--- src/rtl/serialSegPkg.sv ---
package serialSegPkg;
  typedef struct packed {
    logic load;   // capture codes, reload bit counter
    logic tick;   // shift clock rises: count one bit
    logic shift;  // shift clock falls: present next bit
  } segStrobe_t;

  typedef enum logic [1:0] {PH_IDLE, PH_LOW, PH_HIGH} segPhase_t;
endpackage

--- src/rtl/serialSegCtrl.sv ---
module serialSegCtrl
  import serialSegPkg::*;
#(
  parameter int HALF_DIV = 4
) (
  input  logic       clk,
  input  logic       rstN,
  input  logic       start,
  input  logic       countZero,
  output segStrobe_t strobe,
  output logic       serClk,
  output logic       busy,
  output logic       done
);
  localparam int DIV_W = (HALF_DIV > 1) ? $clog2(HALF_DIV) : 1;
  localparam logic [DIV_W-1:0] DIV_LAST = DIV_W'(HALF_DIV - 1);

  segPhase_t phase;
  logic [DIV_W-1:0] divCnt;
  logic halfDone;

  assign halfDone = (divCnt == DIV_LAST);
  assign busy = (phase != PH_IDLE);

  always_comb begin
    strobe = '0;
    unique case (phase)
      PH_IDLE: strobe.load  = start;
      PH_LOW:  strobe.tick  = halfDone;
      PH_HIGH: strobe.shift = halfDone && !countZero;
      default: strobe = '0;
    endcase
  end

  always_ff @(posedge clk) begin
    if (!rstN) begin
      phase  <= PH_IDLE;
      divCnt <= '0;
      serClk <= 1'b0;
      done   <= 1'b0;
    end else begin
      done <= 1'b0;
      unique case (phase)
        PH_IDLE: begin
          divCnt <= '0;
          if (start) phase <= PH_LOW;
        end
        PH_LOW: begin
          if (halfDone) begin
            phase  <= PH_HIGH;
            serClk <= 1'b1;
            divCnt <= '0;
          end else begin
            divCnt <= divCnt + 1'b1;
          end
        end
        PH_HIGH: begin
          if (halfDone) begin
            serClk <= 1'b0;
            divCnt <= '0;
            if (countZero) begin
              phase <= PH_IDLE;
              done  <= 1'b1;
            end else begin
              phase <= PH_LOW;
            end
          end else begin
            divCnt <= divCnt + 1'b1;
          end
        end
        default: phase <= PH_IDLE;
      endcase
    end
  end

  // done lasts one cycle
  assert_done_single_R6: assert property (@(posedge clk) disable iff (!rstN)
    done |=> !done);
  // shift clock parked low when idle
  assert_clk_idle_low_R2: assert property (@(posedge clk) disable iff (!rstN)
    !busy |-> !serClk);
  // a rise is only requested from the low half
  assert_tick_from_low_R5: assert property (@(posedge clk) disable iff (!rstN)
    strobe.tick |=> $rose(serClk));
endmodule

--- src/rtl/serialSegPath.sv ---
module serialSegPath
  import serialSegPkg::*;
#(
  parameter int DIGITS       = 4,
  parameter int SEG_W        = 8,
  parameter bit COMMON_ANODE = 1'b1
) (
  input  logic                      clk,
  input  logic                      rstN,
  input  segStrobe_t                strobe,
  input  logic [DIGITS*SEG_W-1:0]   segCodes,
  output logic                      serData,
  output logic                      countZero
);
  localparam int TOTAL = DIGITS * SEG_W;
  localparam int CNT_W = $clog2(TOTAL + 1);

  logic [TOTAL-1:0] driveCodes;
  logic [TOTAL-1:0] shiftReg;
  logic [CNT_W-1:0] bitCnt;

  generate
    if (COMMON_ANODE) begin : g_anode
      assign driveCodes = ~segCodes;   // 0 lights a segment
    end else begin : g_cathode
      assign driveCodes = segCodes;    // 1 lights a segment
    end
  endgenerate

  always_ff @(posedge clk) begin
    if (!rstN) begin
      shiftReg <= '0;
      bitCnt   <= '0;
    end else begin
      if (strobe.load) begin
        shiftReg <= driveCodes;
        bitCnt   <= CNT_W'(TOTAL);
      end else begin
        if (strobe.shift) shiftReg <= shiftReg >> 1;
        if (strobe.tick)  bitCnt   <= bitCnt - 1'b1;
      end
    end
  end

  assign serData   = shiftReg[0];
  assign countZero = (bitCnt == '0);

  // counter only climbs on a reload
  assert_count_reload_R6: assert property (@(posedge clk) disable iff (!rstN)
    (bitCnt > $past(bitCnt)) |-> $past(strobe.load));
  // never more rises than bits
  assert_no_underflow_R3: assert property (@(posedge clk) disable iff (!rstN)
    strobe.tick |-> !countZero);
endmodule

--- src/rtl/serialSegDriver.sv ---
module serialSegDriver
  import serialSegPkg::*;
#(
  parameter int DIGITS       = 4,
  parameter int SEG_W        = 8,
  parameter int HALF_DIV     = 4,
  parameter bit COMMON_ANODE = 1'b1
) (
  input  logic                    clk,
  input  logic                    rstN,
  input  logic                    start,
  input  logic [DIGITS*SEG_W-1:0] segCodes,
  output logic                    serData,
  output logic                    serClk,
  output logic                    busy,
  output logic                    done
);
  segStrobe_t strobe;
  logic countZero;

  serialSegCtrl #(.HALF_DIV(HALF_DIV)) i_ctrl (
    .clk(clk), .rstN(rstN), .start(start), .countZero(countZero),
    .strobe(strobe), .serClk(serClk), .busy(busy), .done(done)
  );

  serialSegPath #(.DIGITS(DIGITS), .SEG_W(SEG_W), .COMMON_ANODE(COMMON_ANODE)) i_path (
    .clk(clk), .rstN(rstN), .strobe(strobe), .segCodes(segCodes),
    .serData(serData), .countZero(countZero)
  );

  // data held through the high half
  assert_data_held_R5: assert property (@(posedge clk) disable iff (!rstN)
    (serClk && $past(serClk)) |-> $stable(serData));
  // data already settled at the rise
  assert_data_setup_R5: assert property (@(posedge clk) disable iff (!rstN)
    $rose(serClk) |-> $stable(serData));
  // done comes after busy ends
  assert_done_idle_R9: assert property (@(posedge clk) disable iff (!rstN)
    done |-> !busy);
endmodule

--- config.mk ---
export PLATFORM = sky130hd
export DESIGN_NAME = serialSegDriver
export DESIGN_NICKNAME = d
export VERILOG_FILES = /design/src/rtl/serialSegPkg.sv /design/src/rtl/serialSegCtrl.sv /design/src/rtl/serialSegPath.sv /design/src/rtl/serialSegDriver.sv
export SDC_FILE = /design/constraint.sdc
export NUM_CORES = 1
export LEC_CHECK = 0
export ABC_AREA = 1
export CAP_MARGIN = 20
export CORE_ASPECT_RATIO = 1.2
export CORE_UTILIZATION = 51
export DETAILED_ROUTE_END_ITERATION = 10
export DONT_BUFFER_PORTS = 1
export GPL_TIMING_DRIVEN = 0
export PLACE_DENSITY_LB_ADDON = 0.05
export RECOVER_POWER = 25
export SYNTH_ARGS = -nofsm -noshare
export SYNTH_HDL_FRONTEND = slang
export SYNTH_SLANG_ARGS = --single-unit
export TNS_END_PERCENT = 50
--- constraint.sdc ---
create_clock -name clk -period 1.49 [get_ports clk]
set_input_delay 0.0745 -clock clk [delete_from_list [all_inputs] [get_ports clk]]
set_output_delay 0.0745 -clock clk [all_outputs]
set_load 0.01 [all_outputs]
==> out/metrics.cfg, run 1 <==
[placement]
post-place-ws_ns=-0.129
dp.cells=349
hpwl_um=3350
io_buffers=0
place.gp.congestion=0.741

[sta]
rsz0062_at_grt=yes
period_share=0.932
skew_ns=0.00794
max_freq_mhz=720
hold_viol=2
holdWs_ns=-0.0153
slew_headroom=0.637
worst_pin_slew_ns=0.545
setup_viol=0
period_needed_ns=1.39
drv_slew=0
fin_ws_ns=0.102

[power]
vdd_drop_max_v=0.000695
clkPwrFrac=0.208
p_per_area_nw_per_um2=1340
leakage_nw=0.919
combPwrFrac=0.372
netSwitchingFraction=0.372
power_frac_seq=0.420
switchingPower_mw=1.29
p_int_mw=2.17

[cts]
post_cts_buffers=0
cts_tree=built
numClockSinks=44
insertion_delay_ns=0.30
clockBufferDepth=2
numCtsBuffers=5
cts_root_buffer=clkbuf_8
clk_pin_slew_ns=0.08
cts.htree.levels=2

[worst_setup_path]
arrival_ns=1.62
start_kind=flip-flop
crit_path_frequent_cell=nand2_1
worstPathCellList=inv_1, ha_2, nand2_4, clkbuf_4, nand2_1, o21ai_1, nand2_1, a21oi_1
slowest_delay_ns=0.38
required_ns=1.72
critPathMaxFanout=10
slowest_stage=dfxtp_4
end_kind=flip-flop
cp_top_family=flip-flops
crit_buf_inv=2
critPathKind=flip-flop to flip-flop

[final_layout]
drive_gt1_frac=0.165
instances_no_fill=370
fin_nets=358
antennaDiodeCount=0
syn_to_final_growth_pct=15.5

[drt]
drtIter0Drc=118
drc_errors=0
dr.pass1.iters=4
wl_per_cell_um=13.6
vias_per_cell=5.40
vias=1997
wl_um=5020
drtAntennaViolNets=0

[run]
max_cap_viol_count=0

[die]
io_pins=39
core_area_um2=4070
die-height_um=74.4
initial_core_util=0.548
row_count=25
die-area_um2=4640
fp.dieW_um=62.4

[synthesis]
synth.most_common_cell=nand2_1
synth_edf_count=0
synth_largest_area_cell=dfxtp_1
synthArstFlopShare=0
ys_types=28
yosys_warnings=0
synth.net_count=337
yosysSeqAreaShare=0.395
syn-instance-count=295
yosys.area_share.xor_xnor=0
ys_top_cells_by_area=dfxtp_1 (40%), nand2_1 (13%), a21oi_1 (7.6%)
post_synth.cell_area_avg_um2=7.56
synth_top_family_by_area=simple AND/OR/NAND/NOR gates
synth_ff_type=dfxtp_1
ys_top_cells_by_count=nand2_1 (76), dfxtp_1 (44), a21oi_1 (34), o21ai_0 (33), nand3_1 (32)
synth_area_um2=2230
ys_seq_elements=44
yosysTopAreaCellShare=0.395
synthAdderAreaFrac=0.0393
synth.area.mux_share=0
yosys.area_share.simple=0.277
synth_compound_area_frac=0.189

[global_route]
grt_pass1_vias=1878
track_usage=0.227
overflow=0
grt_pass1_wl_um=8260
grt_max_degree=13
antenna_found_initial=0

[status]
violations=hold timing
status=complete, but fails checks

[hold_path]
worstHoldPathType=primary input to flip-flop

==> stage by stage <==
step / power [mW] / area, um^2 / utilization / TNS (ns)
3_5_place_dp: 2.63 / 2300 / 0.565 / -2.50
2_1_floorplan: 2.38 / 2230 / - / 0
6_report: 3.45 / 2570 / 0.633 / 0
4_1_cts: 3.39 / 2520 / 0.620 / 0
5_1_grt: 3.69 / 2570 / 0.633 / -0.0363
3_3_place_gp: 2.61 / 2300 / 0.565 / -1.21
==> cell type report <==
type                            count  area [um^2]
Clock buffer                        6         72.6
Inverter                           16         61.3
Clock inverter                      1         5.00
Timing Repair Buffer               14          140
Multi-Input combinational cell    216         1160
Sequential cell                    44          887
Fill cell                         393         1490
Tap cell                           54         67.6
Buffer                             19          184
==> metal layers <==
layer	vias up	wire (um)	global-route usage
met3	7	190	0.0629
met5	-	0	0
met2	46	2460	0.403
met4	0	88	0.0982
li1	1022	-	-
met1	922	2280	0.260
==> flip-flops by register name, summed over array words and instances (netlist names) <==
| signal | flops |
|---|---|
| i_path.shiftReg | 32 |
| i_path.bitCnt | 6 |
| i_ctrl.divCnt | 2 |
| i_ctrl.phase | 2 |
| i_ctrl.done | 1 |
| i_ctrl.serClk | 1 |
==> cell families after synthesis <==
family,count (synthesis)
and+or+nand+nor,130
adders and majority gates,7
buffers and inverters,35
AOI/OAI and AO/OA,79
DFF,44
==> what timing repair did <==
| item | CTS | global route |
|---|---|---|
| endpoints found under the hold margin | 18 | 1 |
| pin swaps | 0 | 1 |
| resized for setup | 7 | 23 |
| hold buffers | 13 | 1 |
| endpoints found under the setup margin | 37 | 39 |
==> worst min-delay path, stage by stage <==
cell     delay, ns
o21ai_1       0.05
nand2_1       0.06
a21oi_1       0.05
==> worst paths after layout <==
kind | cells past startpoint | from | endpoint | slack, ns
setup / recovery | 8 | i_ctrl.phase[1] | i_path.shiftReg[11] | 0.10
hold / removal | 3 | segCodes[22] | i_path.shiftReg[22] | -0.02
setup reg to reg | 8 | i_ctrl.phase[1] | i_path.shiftReg[11] | 0.10
hold reg to reg | 2 | i_path.shiftReg[9] | i_path.shiftReg[9] | 0.48
==> layout by cell type (no fill, tap or decap), drive strengths merged <==
cell,count
dfxtp,44
ha,7
clkinv,2
o21ai,37
a21oi,40
buf,14
inv,15
dlygate4sd3,14
nand3,37
or2,1
o21a,1
nor2,11
nor3,1
o22ai,1
clkbuf,11
nand2,79
nand4,1
==> power by group through the flow <==
stage               logic (mW)  clock network, mW  registers (mW)
floorplan                0.933                  0            1.44
global placement          1.15                  0            1.46
CTS                       1.22              0.726            1.44
detailed placement        1.17                  0            1.47
finish                    1.28              0.717            1.45
global route              1.44              0.779            1.47
Power figures use the tool's default switching activity.
==> inputs of run 2 (changes only) <==
- GPL_ROUTABILITY_DRIVEN: not set -> 0
- HOLD_SLACK_MARGIN: not set -> 0.08
==> out/metrics.cfg, run 2 (same netlist as run 1, synthesis figures left out) <==
[sta]
rsz0062_at_grt=yes
setup_tns_ns=0
worst_pin_slew_ns=0.585
max_freq_mhz=703
setup_viol=0
period_share=0.954
skew_ns=0.00427
period_needed_ns=1.42
slew_headroom=0.610
fin_ws_ns=0.0683
hold_viol=0
drv_slew=0

[cts]
clockBufferDepth=2
numCtsBuffers=5
cts_root_buffer=clkbuf_8
clk_pin_slew_ns=0.08
cts_tree=built
post_cts_buffers=0
numClockSinks=44
insertion_delay_ns=0.29
cts.htree.levels=2

[global_route]
grt_pass1_vias=2043
grt_max_degree=13
overflow=0
grt_pass1_wl_um=8700
track_usage=0.240
antenna_found_initial=0

[hold_path]
min_to=i_path.shiftReg[16]
min_path_cells=4
worstHoldPathType=primary input to flip-flop
hold_start=start

[worst_setup_path]
start_kind=flip-flop
ff2ff_setup_slack_ns=0.07
reg2regPathDepth=7
crit_buf_inv=3
end_kind=flip-flop
critPathKind=flip-flop to flip-flop
worstPathCellList=inv_1, ha_2, nand2_4, buf_8, buf_6, nand3_1, a21oi_2
required_ns=1.71
r2r_end=i_path.shiftReg[24]
slowest_stage=dfxtp_4
arrival_ns=1.65
critPathMaxFanout=10
slowest_delay_ns=0.38
reg2reg_from=i_ctrl.phase[1]
cp-startpoint=i_ctrl.phase[1]
cp_top_family=flip-flops

[drt]
drc_errors=0
vias_per_cell=5.35
wl_per_cell_um=13.8
dr.pass1.iters=4
vias=2088
drtAntennaViolNets=0
wl_um=5390
drtIter0Drc=132

[final_layout]
mostFrequentLayoutCell=nand2_1
largest_reg_flops=32
reg_top3=i_path.shiftReg x32, i_path.bitCnt x6
final.fill_count=367
fin_nets=378
layout_common_cells=nand2_1 (75), dfxtp_1 (41), dlygate4sd3_1 (34)
antennaDiodeCount=0
syn_to_final_growth_pct=25.4
fin_util=0.688
fin_area_um2=2800
regMostFlops=i_path.shiftReg
drive_gt1_frac=0.164

[die]
core_area_um2=4070
initial_core_util=0.548
die-area_um2=4640
fp.dieW_um=62.4
io_pins=39
die-height_um=74.4
row_count=25

[placement]
placed_cell_area_um2=2300
hpwl_um=3350
io_buffers=0
post-place-ws_ns=-0.129

[power]
leakage_nw=1.01
vdd_drop_max_v=0.000728
total_power_mw=3.53
p_per_area_nw_per_um2=1260

[run]
max_cap_viol_count=0

[status]
status=complete, no violations

==> run 2: cell count changes in the layout (fill, tap and decap cells not counted), moves of 2 or more <==
cell / delta
o21ai_0: -2
a21oi_1: -3
o21ai_1: +2
a21oi_2: +3
clkbuf_4: -2
dlygate4sd3_1: +20
buf_4: +2
==> run 2: report_power, final <==
part	switching, mW	total (mW)	internal, mW
logic	0.810	1.37	0.560
clock network	0.386	0.705	0.319
registers	0.109	1.46	1.35
total	1.30	3.53	2.23
==> run 2: cell type report <==
type | instances | area [um^2] | share of cell area
multi-input combinational | 216 | 1170 | 0.418
sequential | 44 | 887 | 0.317
timing repair buffer | 34 | 340 | 0.122
buffer | 19 | 194 | 0.0694
clock buffer | 6 | 72.6 | 0.0260
tap | 54 | 67.6 | 0.0242
inverter | 16 | 61.3 | 0.0219
clock inverter | 1 | 5.00 | 0.00179
==> run 2: worst min-delay path, stage by stage <==
cell     delay (ns)
nand2_4        0.10
nand2_4        0.08
nand2_1        0.06
a21oi_1        0.05
==> run 2: through the flow <==
stage,cells,hold slack [ns]
after global placement,349,0.177
after global routing,390,0.140
after floorplan,295,0.172
after detailed placement,349,0.183
after CTS,390,0.112
final,390,0.126
==> run 2: what timing repair did <==
action | 4_1_cts | 5_1_grt
gates cloned | 0 | 0
hold buffers | 34 | 0
endpoints found under the hold margin | 38 | 0
gates resized for setup | 7 | 34
pin swaps | 0 | 2
endpoints found under the setup margin | 37 | 38
==> run 2: worst max path at each step <==
stage,to,slack (ns),cells past startpoint
3_3_place_gp,i_path.shiftReg[9],-0.08,7
2_1_floorplan,i_path.shiftReg[13],0.13,9
5_1_grt,i_path.shiftReg[22],-0.01,8
3_5_place_dp,i_path.shiftReg[9],-0.13,7
4_1_cts,i_path.shiftReg[29],0.001,7
6_report,i_path.shiftReg[24],0.07,7
==> run 2: metal layers <==
| metal | track usage | routed length, um | vias to the layer above | part of all wire |
|---|---|---|---|---|
| met4 | 0.106 | 91 | 0 | 0.017 |
| met1 | 0.269 | 2320 | 972 | 0.43 |
| met2 | 0.438 | 2780 | 46 | 0.52 |
| met5 | 0 | 0 | - | 0 |
| li1 | - | - | 1062 | - |
| met3 | 0.0567 | 193 | 8 | 0.036 |
